## config.mk

```make
export PLATFORM = sky130hd
export DESIGN_NAME = branch_eval
export DESIGN_NICKNAME = d
export VERILOG_FILES = /design/src/rtl/bx_pkg.sv /design/src/rtl/bx_cond_eval.sv /design/src/rtl/bx_target_calc.sv /design/src/rtl/branch_eval.sv
export SDC_FILE = /design/constraint.sdc
export NUM_CORES = 1
export LEC_CHECK = 0
export CORE_UTILIZATION = 45
export CTS_BUF_LIST = sky130_fd_sc_hd__clkbuf_16
export DETAILED_ROUTE_END_ITERATION = 8
export GPL_ROUTABILITY_DRIVEN = 0
export GPL_TIMING_DRIVEN = 0
export PLACE_DENSITY = 0.72
export SLEW_MARGIN = 20
export SYNTH_ARGS = -nofsm -noshare
export SYNTH_HDL_FRONTEND = slang
export SYNTH_HIERARCHICAL = 1
export SYNTH_SLANG_ARGS = --single-unit
```

## constraint.sdc

```tcl
create_clock -name clk -period 3.3 [get_ports clk]
set_input_delay 0.825 -clock clk [delete_from_list [all_inputs] [get_ports clk]]
set_output_delay 0.825 -clock clk [all_outputs]
set_load 0.02 [all_outputs]
```

## src/rtl/bx_pkg.sv

```systemverilog
package bx_pkg;

    typedef enum logic [2:0] {
        ST_IDLE,
        ST_COND,
        ST_EXT_DRIVE,
        ST_EXT_SAMPLE,
        ST_RESULT
    } bx_state_e;

    typedef struct packed {
        logic s;
        logic z;
        logic c;
        logic o;
    } bx_flags_t;

endpackage

```

## src/rtl/bx_cond_eval.sv

```systemverilog
module bx_cond_eval
    import bx_pkg::*;
#(
    parameter int CODE_W = 4
) (
    input  logic [CODE_W-1:0] code,
    input  bx_flags_t         flags,
    output logic              hit
);
    localparam int BASE_W = CODE_W - 1;

    logic [BASE_W-1:0] base_sel;
    logic              invert;
    logic              base_hit;
    logic              lt_term;

    assign base_sel = code[BASE_W-1:0];
    assign invert   = code[CODE_W-1];
    assign lt_term  = flags.s ^ flags.o;

    always_comb begin
        unique case (base_sel)
            BASE_W'(0): base_hit = 1'b1;
            BASE_W'(1): base_hit = flags.c;
            BASE_W'(2): base_hit = flags.o;
            BASE_W'(3): base_hit = ~flags.s;
            BASE_W'(4): base_hit = flags.z;
            BASE_W'(5): base_hit = lt_term;
            BASE_W'(6): base_hit = flags.z | lt_term;
            BASE_W'(7): base_hit = flags.c ^ flags.s;
            default:    base_hit = 1'b0;
        endcase
    end

    assign hit = base_hit ^ invert;

endmodule

```

## src/rtl/bx_target_calc.sv

```systemverilog
module bx_target_calc #(
    parameter int PC_W = 16,
    parameter int STEP = 2
) (
    input  logic [PC_W-1:0] pc,
    input  logic [PC_W-1:0] disp,
    input  logic            disp_neg,
    input  logic            take,
    output logic [PC_W-1:0] next_pc
);
    logic [PC_W-1:0] seq_pc;
    logic [PC_W-1:0] branch_pc;

    assign seq_pc = pc + PC_W'(STEP);

    always_comb begin
        if (disp_neg) begin
            branch_pc = seq_pc - disp;
        end else begin
            branch_pc = seq_pc + disp;
        end
    end

    assign next_pc = take ? branch_pc : seq_pc;

endmodule

```

## src/rtl/branch_eval.sv

```systemverilog
module branch_eval
    import bx_pkg::*;
#(
    parameter int PC_W   = 16,
    parameter int CODE_W = 4,
    parameter int STEP   = 2
) (
    input  logic              clk,
    input  logic              rst_n,
    input  logic              req,
    input  logic [CODE_W-1:0] cond,
    input  logic              ext_mode,
    input  logic              flag_s,
    input  logic              flag_z,
    input  logic              flag_c,
    input  logic              flag_o,
    input  logic [PC_W-1:0]   disp,
    input  logic              disp_neg,
    input  logic [PC_W-1:0]   pc,
    input  logic              ext_in,
    output logic              ready,
    output logic              done,
    output logic              taken,
    output logic [PC_W-1:0]   next_pc,
    output logic [CODE_W-1:0] ext_sel
);
    bx_state_e st, st_nxt;

    logic [CODE_W-1:0] cond_q;
    logic              ext_q;
    bx_flags_t         flags_q;
    logic [PC_W-1:0]   disp_q;
    logic              neg_q;
    logic [PC_W-1:0]   pc_q;

    logic              taken_q;
    logic [PC_W-1:0]   npc_q;

    logic              cond_hit;
    logic              take_sel;
    logic [PC_W-1:0]   calc_pc;
    logic              accept;

    assign accept = (st == ST_IDLE) && req;

    bx_cond_eval #(.CODE_W(CODE_W)) u_cond (
        .code  (cond_q),
        .flags (flags_q),
        .hit   (cond_hit)
    );

    assign take_sel = (st == ST_EXT_SAMPLE) ? ext_in : cond_hit;

    bx_target_calc #(.PC_W(PC_W), .STEP(STEP)) u_tgt (
        .pc       (pc_q),
        .disp     (disp_q),
        .disp_neg (neg_q),
        .take     (take_sel),
        .next_pc  (calc_pc)
    );

    // state register
    always_ff @(posedge clk or negedge rst_n) begin
        if (!rst_n) begin
            st <= ST_IDLE;
        end else begin
            st <= st_nxt;
        end
    end

    // transitions
    always_comb begin
        st_nxt = st;
        unique case (st)
            ST_IDLE: begin
                if (req) begin
                    st_nxt = ext_mode ? ST_EXT_DRIVE : ST_COND;
                end
            end
            ST_COND:       st_nxt = ST_RESULT;
            ST_EXT_DRIVE:  st_nxt = ST_EXT_SAMPLE;
            ST_EXT_SAMPLE: st_nxt = ST_RESULT;
            ST_RESULT:     st_nxt = ST_IDLE;
            default:       st_nxt = ST_IDLE;
        endcase
    end

    // outputs decoded from state
    always_comb begin
        ready   = 1'b0;
        done    = 1'b0;
        ext_sel = '0;
        unique case (st)
            ST_IDLE:       ready = 1'b1;
            ST_COND:       ;
            ST_EXT_DRIVE:  ext_sel = cond_q;
            ST_EXT_SAMPLE: ext_sel = cond_q;
            ST_RESULT:     done = 1'b1;
            default:       ;
        endcase
    end

    // capture of the request operands
    always_ff @(posedge clk or negedge rst_n) begin
        if (!rst_n) begin
            cond_q  <= '0;
            ext_q   <= 1'b0;
            flags_q <= '0;
            disp_q  <= '0;
            neg_q   <= 1'b0;
            pc_q    <= '0;
        end else if (accept) begin
            cond_q  <= cond;
            ext_q   <= ext_mode;
            flags_q <= '{s: flag_s, z: flag_z, c: flag_c, o: flag_o};
            disp_q  <= disp;
            neg_q   <= disp_neg;
            pc_q    <= pc;
        end
    end

    // result registers
    always_ff @(posedge clk or negedge rst_n) begin
        if (!rst_n) begin
            taken_q <= 1'b0;
            npc_q   <= '0;
        end else if (st == ST_COND || st == ST_EXT_SAMPLE) begin
            taken_q <= take_sel;
            npc_q   <= calc_pc;
        end
    end

    assign taken   = taken_q;
    assign next_pc = npc_q;

endmodule

```

* Word level (Yosys, flattened, before mapping)
Index checks and enable logic that the tools add are counted.
** Storage, ports and cells
- Input bits :: 46
- Output and inout bits :: 23
- Register bits :: 61
- Word-level logic and storage cells :: 47
** Operators by class
- Mux-type cells :: 10
- Add/subtract/negate cells :: 3
- Eq/ne operators :: 12
- Bitwise logic cells :: 5
- Reductions and logical operators :: 6
** Operators with widths (count)
- 16-bit two-way mux :: 2
- 16-bit adder :: 1
- 16-bit by 2-bit adder with 16-bit output, second input constant :: 1
- 16-bit subtractor :: 1
- 3-bit == test, second input constant :: 5
- 3-bit by 2-bit == test with 1-bit output, second input constant :: 4
- 3-bit one-hot mux with 3 select lines :: 1
- 1-bit one-hot mux with 8 select lines :: 1
- 3-bit by 1-bit == test with 1-bit output, second input constant :: 2
- 3-bit zero test :: 2
- 4-bit two-way mux :: 1
- 2-bit OR reduction :: 2
- 1-bit two-way mux :: 3
- 3-bit two-way mux :: 1
- 1-bit bitwise XOR :: 3
- 2-bit two-way mux :: 1
- 2-bit inequality test, second input constant :: 1
- 1-bit logical AND :: 1
- 1-bit logical OR :: 1
- 1-bit NOT :: 1
- 1-bit OR :: 1

* Logic depth before layout (Yosys ltp)
Gate-level depths: netlist (run 1).
- Depth in word-level cells :: 6
- Depth in mapped cells :: 15
- Gate-level depth less buffers :: 15

* By module
The synthesis (run 1) kept the hierarchy.
** By module, submodules not included
- branch_eval :: sequential area each 1526.5 µm², cells an instance 144, area each 2499.9 µm², times used 1
- bx_target_calc :: sequential area each 0.0 µm², cells an instance 224, area each 1468.9 µm², times used 1
- bx_cond_eval :: sequential area each 0.0 µm², cells an instance 14, area each 110.1 µm², times used 1

* Least setup slack after synthesis (run 1)
Ideal clock, no wire load.
- Path kind :: flip-flop to flip-flop
- Start point :: register disp_q[0]
- End point :: register npc_q[15] (netlist: next_pc[15])
- Period minus slack after synthesis :: 2926 ps
- Required time :: 3175 ps
- Cell stages (with the launch flop) :: 15
- Arrival time :: 2801 ps
- Buffers on the path :: 0
- Setup slack :: 374 ps
- Setup time :: 125 ps
- Cell sequence :: dfrtp_1 -> inv_1 -> ha_1 -> nor2b_1 -> a21oi_1 -> xnor2_1 -> ha_1 -> a21o_1 -> a211o_1 -> o211ai_1 -> nand3b_1 -> o22ai_1 -> mux2i_1 -> xnor2_1 -> mux2_2
** Between the ends
- Longest elaborated chain between the ends :: 3
- Elaborated cells on any way between the ends :: 4
- Those cells by class :: 2 x add/sub; 2 x mux
** Ends and longest elaborated chain
- start, declared :: RTL line branch_eval.sv:32 : logic [PC_W-1:0] disp_q;
- start signal, assigned :: RTL line branch_eval.sv:116 : disp_q <= disp;
- 16-bit adder or 16-bit subtractor (tied branches) :: RTL line bx_target_calc.sv:20, bx_target_calc.sv:18
- 16-bit two-way mux (*) :: RTL line bx_target_calc.sv:17 : if (disp_neg) begin
- 16-bit two-way mux (*) :: RTL line bx_target_calc.sv:24 : assign next_pc = take ? branch_pc : seq_pc;
- named net calc_pc[15] :: RTL line branch_eval.sv:41 : logic [PC_W-1:0] calc_pc;
- end signal, assigned :: RTL line branch_eval.sv:129 : npc_q <= calc_pc;
- end, declared :: RTL line branch_eval.sv:37 : logic [PC_W-1:0] npc_q;
Mark *: on every way through the listed nets, which the timed path passes. The rest lies on a longest branch.
A chain may end at the register's enable or synchronous reset.

* Worst setup path after layout (run 1)
- Start point :: register disp_q[1]
- End point :: register npc_q[15] (netlist: next_pc[15])
Same word-level chain as after synthesis.

==> results of run 1 <==
-- area by class of cell --
class | instances | area (um2) | share of cell area
repair buffers | 73 | 728 | 0.137
clock inverters | 6 | 78.8 | 0.0148
clock buffers | 9 | 225 | 0.0424
plain buffers | 12 | 92.6 | 0.0174
flip-flops and latches | 61 | 1530 | 0.288
multi-input cells | 295 | 2470 | 0.465
well taps | 108 | 135 | 0.0254
inverters | 14 | 52.6 | 0.00989
-- logic make-up after synthesis --
family | Yosys count | share of synthesized area
flops | 61 | 0.374
compound gates | 66 | 0.100
mux | 66 | 0.210
buf+inv | 26 | 0.0353
fa+ha+maj | 18 | 0.0571
simple gates | 107 | 0.142
xor+xnor | 38 | 0.0816
-- cell usage after synthesis, types with 4 or more instances --
library cell,instances,area share
xnor2_1,28,0.060
nand2b_1,5,0.0077
nand4_1,4,0.0061
a21oi_1,29,0.036
o21ai_1,4,0.0049
a31oi_1,6,0.0092
o211ai_1,6,0.011
mux2_4,31,0.11
buf_6,5,0.014
dfrtp_1,61,0.37
o21a_1,4,0.0074
mux2_2,32,0.088
inv_1,13,0.012
nor3_1,6,0.0074
and2_1,5,0.0077
a21o_1,5,0.0092
nor2b_1,6,0.0092
ha_1,17,0.052
nand3_1,9,0.011
nor2_1,34,0.031
nand2_1,17,0.016
xor2_1,10,0.021
-- state kept, by name, indices dropped and copies added, names as in the netlist --
name     flops
st           3
disp_q      16
pc_q        16
next_pc     16
taken        1
cond_q       4
flags_q      4
neg_q        1
-- worst max-delay path: cells and delay by family (launching register included) --
family          cells  cell delay, ns
mux                 2            0.50
buf+inv             1            0.08
xor+xnor            2            0.24
fa+ha+maj           2            0.49
flops               1            0.44
simple gates        2            0.36
compound gates      5            0.97
-- repair_timing --
action                                  4_1_cts  5_1_grt
endpoints found under the setup margin        2        6
resized for setup                             1       19
pin swaps                                     0       11
buffers inserted                              0        4
-- worst paths after layout --
| path | start | end | slack (ns) | cells past startpoint |
|---|---|---|---|---|
| worst min-delay path | rst_n | pc_q[4] | 0.41 | 1 |
| worst max register to register | disp_q[1] | next_pc[15] | 0.12 | 14 |
| worst max-delay path | disp_q[1] | next_pc[15] | 0.12 | 14 |
| min in group clk | next_pc[11] | next_pc[11] | 0.50 | 1 |
| max in group asynchronous | rst_n | disp_q[1] | 2.38 | 2 |
| worst min register to register | next_pc[11] | next_pc[11] | 0.50 | 1 |
-- per-stage QoR --
stage          cell area (um2)  setup TNS, ns  hold slack, ns
2_1_floorplan             4080              0           0.482
3_3_place_gp              4890         -31.94           0.489
3_5_place_dp              4910        -0.0102           0.495
4_1_cts                   5220              0           0.409
5_1_grt                   5310         -0.145           0.420
6_report                  5310              0           0.405
-- per-layer routing --
layer | track usage | vias to the layer above | share of wire
met5 | 0 | - | 0
met4 | 0.0804 | 0 | 0.024
met3 | 0.0475 | 18 | 0.036
met2 | 0.359 | 80 | 0.51
met1 | 0.281 | 1604 | 0.43
li1 | - | 1532 | -
-- cell usage in the layout (no fill, tap or decap), types with 4 or more instances in the layout --
master and count:
a21o_1 5, a21oi_1 27, a31oi_1 6, and2_1 5, buf_4 7, buf_6 5, clkbuf_16 9, clkdlybuf4s50_1 67
dfrtp_1 58, ha_1 15, inv_1 11, mux2_2 31, mux2_4 32, nand2_1 17, nand2b_1 5, nand3_1 8
nand4_1 4, nor2_1 34, nor2b_1 5, nor3_1 4, o211ai_1 6, o21a_1 4, o21ai_1 4, xnor2_1 28
xor2_1 10
==> summary.txt, run 1 <==
Die W: 97.2 um
ys async rst share: 1.00
post-synth net total: 446
Overall Global Routing Usage: 0.218
first-pass GRT wire length: 16,400 um
DR iter-0 viols: 152
CP max-delay cell: dfrtp_2
CTS root buf: clkbuf_16
GRT Residual Overflow: 0
CP max stage delay: 0.44 ns
Avg Cell Area, Syn: 10.7 um2
detailed placer's ending HPWL: 7080 um
DR pass1 iterations: 4
Final Core Density: 0.606
Yosys reg bits: 61
Slew Viols, Final: 0
# H-tree levels: 3
Reg clk slew, reported paths: 0.05 ns
Crit Path Class: reg2reg
Syn-to-layout area delta: 30.2%
Setup WS post-layout: 0.119 ns
Worst Max-Slew Pin Slew: 0.607 ns
worst-path cell chain: inv_2 > ha_4 > nor2b_4 > a21oi_2 > xnor2_1 > ha_1 > a21o_1 > a211o_1 > o211ai_1 > nand3b_1 > o22ai_2 > mux2i_1 > xnor2_1 > mux2_4
synthesized cell area: 4080 um2
num rows: 34
Seq/Total Area, Yosys: 0.374
CTS tree: yes
worst slack at placement: -0.0102 ns
clk buf depth: 2
fraction of layout cells with a size suffix above 1: 0.238
largest net degree at the start of global routing: 38
Slew HR: 0.596
period utilization: 0.964
library cells used by synthesis: 51
Synth Flop Type: dfrtp_1
WL per Instance: 17.1 um
final hold vios: 0
Maximum Capacitance Violations: 0
die area: 9450 um2
DRT antenna net count: 0
vias in the first global route: 3,296
skew final: 0.00580 ns
Via-to-Cell Ratio: 5.60
clk sink count: 61
Synth Instances: 382
WL final: 9860 um
Num CTS Buffers: 9
unrepaired setup endpoints after global routing: true
Initial Utilization: 0.465
top-level I/O count: 69
most used cell, CP: xnor2_1
outcome: completed
crit start category: register
dpl cells: 559
Remaining DRCs: 0
crit-path max FO: 4
Setup Viol. Count Final: 0
fin cells: 578
Port Buffers: 68
CTS Hold Bufs: 0
CP arrival: 3.39 ns
number of synthesized flops with an enable pin: 0
Req. time, crit path: 3.51 ns
worst min path class: in2async
initial antenna violation count: 0
Syn. warnings: 6
via count: 3,234
core area: 8760 um2
CP Capture Type: register
min cycle time layout: 3.18 ns
Fmax: 314 MHz
Chip Height: 97.2 um
worst skew pair latency: 0.33 ns
# nets final: 530
diodes inserted: 0
Filler cells: 707
Power of run 1 is not shown: default switching activity piles up to over one toggle a cycle in this logic, so the estimate is an artifact.
==> run 2, diff against run 1 <==
--- a/config.mk
+++ b/config.mk
@@ -5,6 +5,7 @@
 export SDC_FILE = /design/constraint.sdc
 export NUM_CORES = 1
 export LEC_CHECK = 0
+export CORE_ASPECT_RATIO = 0.9
 export CORE_UTILIZATION = 45
 export CTS_BUF_LIST = sky130_fd_sc_hd__clkbuf_16
 export DETAILED_ROUTE_END_ITERATION = 8
==> constraint.sdc (replaced) <==
create_clock -name clk -period 3.3 [get_ports clk]
set_input_delay 0.825 -clock clk [delete_from_list [all_inputs] [get_ports clk]]
set_output_delay 0.825 -clock clk [all_outputs]
set_load 0.05 [all_outputs]
==> run 2 against run 1 <==
Net effect: via count down 0.99%; register-to-register slack barely moved; clock skew up 0.0031 ns; sequential share of layout area is 0.10 points lower; flip-flop and latch count did not move; global-route usage shrank 0.80 points; critical endpoint unchanged; final cell count rose by 2.4%; clock-buffer cell count did not move; wire length decreased by 5.3%; die area hardly changed.
==> summary.txt, run 2 (synthesis results as in run 1) <==
worst min path class: in2async
CTS tree: yes
Crit Path Class: reg2reg
skew final: 0.00892 ns (+0.00312 ns)
clk buf depth: 2 (unchanged)
Syn-to-layout area delta: 30.7%
GRT Residual Overflow: 0 (unchanged)
Overall Global Routing Usage: 0.210 (-0.00805)
worst skew pair latency: 0.33 ns (about the same)
Req. time, crit path: 3.51 ns (about the same)
CP Capture Type: register
DR iter-0 viols: 176 (+16%)
Reg clk slew, reported paths: 0.05 ns (about the same)
Slew Viols, Final: 0 (unchanged)
Num CTS Buffers: 9 (unchanged)
worst slack at placement: 0.00228 ns (+0.0124 ns)
first-pass GRT wire length: 15,100 um (-7.6%)
initial antenna violation count: 0 (unchanged)
Remaining DRCs: 0 (unchanged)
most frequent cells in the layout: clkdlybuf4s50_1 (67), dfrtp_1 (58), nor2_1 (34)
Via-to-Cell Ratio: 5.41 (-3.3%)
# nets final: 533 (+0.57%)
vias in the first global route: 3,140 (-4.7%)
CP max stage delay: 0.43 ns (about the same)
min cycle time layout: 3.18 ns (+0.000355 ns)
outcome: completed
DRT antenna net count: 0 (unchanged)
detailed placer's ending HPWL: 6910 um (-2.4%)
top-level I/O count: 69 (unchanged)
Worst Max-Slew Pin Slew: 0.581 ns (-0.0255 ns)
largest net degree at the start of global routing: 36 (-5.3%)
CTS Hold Bufs: 0 (unchanged)
Die W: 102 um (+5.3%)
Maximum Capacitance Violations: 0 (unchanged)
Setup Viol. Count Final: 0 (unchanged)
Fmax: 314 MHz (about the same)
most used cell, CP: xnor2_1
Setup Total Neg Slack: 0 ns (unchanged)
Initial Utilization: 0.469 (+0.00402)
period utilization: 0.964 (about the same)
worst-path cell chain: inv_1 > ha_2 > nor2b_4 > a21oi_2 > xnor2_1 > ha_1 > a21o_1 > a211o_1 > o211ai_1 > nand3b_1 > o22ai_2 > mux2i_1 > xnor2_1 > mux2_4
WL per Instance: 15.8 um (-7.5%)
core area: 8690 um2 (-0.86%)
Slew HR: 0.613 (+0.0170)
# H-tree levels: 3 (unchanged)
DR pass1 iterations: 4 (unchanged)
Chip Height: 92.3 um (-5.0%)
fraction of layout cells with a size suffix above 1: 0.247 (+0.00906)
most common cell after layout, fill and taps aside: clkdlybuf4s50_1
Port Buffers: 68 (unchanged)
final hold vios: 0 (unchanged)
WL final: 9330 um (-5.3%)
CP arrival: 3.39 ns (about the same)
crit-path max FO: 4 (unchanged)
num rows: 32 (-5.9%)
crit start category: register
clk sink count: 61 (unchanged)
die area: 9450 um2 (about the same)
Filler cells: 711 (+0.57%)
CTS root buf: clkbuf_16
Setup WS post-layout: 0.118 ns (-0.000355 ns)
CP max-delay cell: dfrtp_2
via count: 3,202 (-0.99%)
diodes inserted: 0 (unchanged)
[run 2: routing by layer]
layer	global-route usage	vias to the layer above	wire (um)
met1	0.281	1534	4180
li1	-	1543	-
met2	0.319	103	4440
met5	0	-	0
met3	0.0438	22	434
met4	0.106	0	273
[run 2: layout make-up]
class / count / area [um2] / area share
clock buffers: 9 / 225 / 0.0422
well taps: 119 / 149 / 0.0279
inverters: 14 / 52.6 / 0.00986
clock inverters: 6 / 55.1 / 0.0103
flip-flops and latches: 61 / 1530 / 0.287
multi-input cells: 295 / 2480 / 0.464
repair buffers: 76 / 751 / 0.141
plain buffers: 12 / 92.6 / 0.0174
[run 2: path summary, 6_finish.rpt]
kind | start | end | slack (ns) | depth (start not counted)
max reg2reg | disp_q[0] | next_pc[15] | 0.12 | 14
max in group asynchronous | rst_n | disp_q[0] | 2.36 | 2
min | rst_n | next_pc[9] | 0.41 | 1
min reg2reg | next_pc[11] | next_pc[11] | 0.50 | 1
min in group clk | next_pc[11] | next_pc[11] | 0.50 | 1
max | disp_q[0] | next_pc[15] | 0.12 | 14
[run 2: per-stage QoR]
step | util | area (um2) | hold slack [ns] | std cells
finish | 0.614 | 5330 | 0.413 | 592
floorplan | - | 4080 | 0.482 | 382
global placement | 0.565 | 4910 | 0.489 | 569
detailed placement | 0.567 | 4930 | 0.496 | 570
global route | 0.614 | 5330 | 0.443 | 592
CTS | 0.600 | 5210 | 0.424 | 585
[run 2: repair_timing]
item                                    4_1_cts  5_1_grt
resized for setup                             1       21
pin swaps                                     0       14
setup buffers                                 0        7
endpoints found under the setup margin        1        6
[run 2: critical path, delay by kind of cell, from the launching register on]
family,cells,cell delay [ns]
xor gates and xnor gates,2,0.25
AOI/OAI and AO/OA,5,0.93
and+or+nand+nor,2,0.37
adders and majority gates,2,0.51
buffers and inverters,1,0.07
muxes,2,0.50
DFF,1,0.43
Power of run 2 is left out for the same reason.
==> run 3, diff against run 2 <==
--- a/config.mk
+++ b/config.mk
@@ -5,13 +5,16 @@
 export SDC_FILE = /design/constraint.sdc
 export NUM_CORES = 1
 export LEC_CHECK = 0
+export CAP_MARGIN = 10
+export CELL_PAD_IN_SITES_DETAIL_PLACEMENT = 0
+export CELL_PAD_IN_SITES_GLOBAL_PLACEMENT = 2
 export CORE_ASPECT_RATIO = 0.9
-export CORE_UTILIZATION = 45
+export CORE_UTILIZATION = 35
 export CTS_BUF_LIST = sky130_fd_sc_hd__clkbuf_16
 export DETAILED_ROUTE_END_ITERATION = 8
 export GPL_ROUTABILITY_DRIVEN = 0
 export GPL_TIMING_DRIVEN = 0
-export PLACE_DENSITY = 0.72
+export PLACE_DENSITY = 0.84
 export SLEW_MARGIN = 20
 export SYNTH_ARGS = -nofsm -noshare
 export SYNTH_HDL_FRONTEND = slang
==> run 3 against run 2 <==
Net effect: the flow now finishes with violations (negative setup slack); final cell count increased by 6.8%; wire length increased by 3.5%; utilization decreased by 14 points; design area increased by 1.2%; critical path depth decreased by 1; die area increased by 28%; global-route usage decreased by 3.6 points; via count decreased by 4.2%; critical path type unchanged.
==> summary.txt, run 3 (synthesis results as in run 1) <==
WL per Instance: 15.3 um (-3.1%)
worst r2r dst: next_pc[15]
GRT busiest layer: met2
WL final: 9660 um (+3.5%)
Critical Path Stages: 13 (-1)
Remaining DRCs: 0 (unchanged)
failing checks: negative setup slack
worst skew pair latency: 0.34 ns (about the same)
unrepaired setup endpoints after global routing: true
fraction of layout cells with a size suffix above 1: 0.250 (+0.00264)
final hold vios: 0 (unchanged)
skew final: 0.00829 ns (-0.000633 ns)
CTS tree: yes
Multi-input gate area: 2480 um2 (unchanged)
Slew HR: 0.559 (-0.0536)
Num CTS Buffers: 9 (unchanged)
vias in the first global route: 2,979 (-5.1%)
Filler cells: 1,104 (+55%)
Reg clk slew, reported paths: 0.05 ns (about the same)
Fmax: 303 MHz (-3.7%)
outcome: finished, violations left
CTS root buf: clkbuf_16
DR pass1 iterations: 4 (unchanged)
crit-path max FO: 7 (+3)
Slew Viols, Final: 0 (unchanged)
Overall Global Routing Usage: 0.174 (-0.0363)
register area: 1530 um2 (-0.16%)
GRT Residual Overflow: 0 (unchanged)
DRT antenna net count: 0 (unchanged)
top-level I/O count: 69 (unchanged)
global-route track usage on met1: 0.237 (-0.0449)
Req. time, crit path: 3.52 ns (about the same)
R2R Path Start: disp_q[1]
via count: 3,066 (-4.2%)
clk buf depth: 2 (unchanged)
critical path launch point: disp_q[1]
Initial Utilization: 0.358 (-0.111)
largest net degree at the start of global routing: 34 (-5.6%)
Maximum Capacitance Violations: 0 (unchanged)
Chip Height: 104 um (+13%)
# H-tree levels: 3 (unchanged)
met2 GRT Util: 0.260 (-0.0596)
clk sink count: 61 (unchanged)
crit start category: register
Setup Viol. Count Final: 1 (+1)
met3 Usage GRT: 0.0542 (+0.0104)
Port Buffers: 68 (unchanged)
Syn-to-layout area delta: 32.3%
DR iter-0 viols: 84 (-52%)
Setup Total Neg Slack: -0.00318 ns (-0.00318 ns)
Crit Path Class: reg2reg
Setup WS post-layout: -0.00318 ns (-0.121 ns)
Post-DP Area: 4970 um2 (+0.94%)
min cycle time layout: 3.30 ns (+0.121 ns)
most frequent cells in the layout: clkdlybuf4s50_1 (67), dfrtp_1 (60), nor2_1 (34)
diodes inserted: 0 (unchanged)
Via-to-Cell Ratio: 4.85 (-10%)
CP max stage delay: 0.41 ns (-0.02 ns)
CP arrival: 3.52 ns (+0.13 ns)
delay-heaviest family, CP: compound AO/OA/AOI/OAI gates
# nets final: 536 (+0.56%)
period utilization: 1.00 (+0.0368)
R2R depth: 13 (-1)
Die W: 116 um (+13%)
worst min path class: in2async
fin area: 5400 um2 (+1.2%)
detailed placer's ending HPWL: 7320 um (+6.0%)
most common cell after layout, fill and taps aside: clkdlybuf4s50_1
Worst Max-Slew Pin Slew: 0.662 ns (+0.0804 ns)
core area: 11,400 um2 (+31%)
die area: 12,100 um2 (+28%)
FF-to-FF setup slack: -0.003 ns (-0.12 ns)
CP max-delay cell: dfrtp_1
Buf+Inv Stages, Crit Path: 1 (unchanged)
initial antenna violation count: 0 (unchanged)
worst-path cell chain: inv_1 > ha_2 > nor2b_4 > a21oi_1 > xnor2_1 > ha_2 > a211o_1 > o211ai_1 > nand3b_1 > o22ai_2 > mux2i_1 > xnor2_1 > mux2_2
first-pass GRT wire length: 15,700 um (+3.7%)
num rows: 37 (+16%)
CP Capture Type: register
[run 3: cell count changes in the layout (fill, tap and decap cells not counted)]
cell / delta
buf_4: +3
nor3_2: -1
nor3_1: +1
dfrtp_1: +2
dfrtp_2: -2
ha_1: -2
ha_2: +2
[run 3: cell type report]
cell class                      instances  area share
Multi-Input combinational cell        295       0.459
Sequential cell                        61       0.283
Timing Repair Buffer                   79       0.143
Clock buffer                            9      0.0417
Tap cell                              156      0.0362
Buffer                                 12      0.0172
Clock inverter                          6      0.0102
Inverter                               14     0.00974
[run 3: per-layer routing]
layer | routed length (um) | share of wire
met5 | 0 | 0
met4 | 123 | 0.013
met1 | 4760 | 0.49
met2 | 4500 | 0.47
met3 | 279 | 0.029
[run 3: metrics by stage]
stage | hold slack, ns | util | instances | setup slack, ns
2_1_floorplan | 0.482 | - | 382 | 0.374
3_3_place_gp | 0.489 | 0.435 | 606 | -0.682
3_5_place_dp | 0.496 | 0.437 | 607 | -0.161
4_1_cts | 0.416 | 0.464 | 623 | 0.00549
5_1_grt | 0.432 | 0.474 | 632 | -0.147
6_report | 0.412 | 0.474 | 632 | -0.00318
[run 3: how the worst max path moves through the flow]
stage | to | slack (ns)
2_1_floorplan | next_pc[15] | 0.37
3_3_place_gp | flags_q[0] | -0.68
3_5_place_dp | next_pc[15] | -0.16
6_report | next_pc[15] | -0.003
4_1_cts | next_pc[15] | 0.005
5_1_grt | next_pc[15] | -0.15
[run 3: what timing repair did]
| item | in CTS | in global routing |
|---|---|---|
| setup endpoints to repair | 5 | 6 |
| pin swaps | 2 | 21 |
| resized for setup | 6 | 14 |
| cloned | 0 | 0 |
| hold buffers | 0 | 0 |
| buffers inserted | 1 | 9 |
Power of run 3 is left out for the same reason.
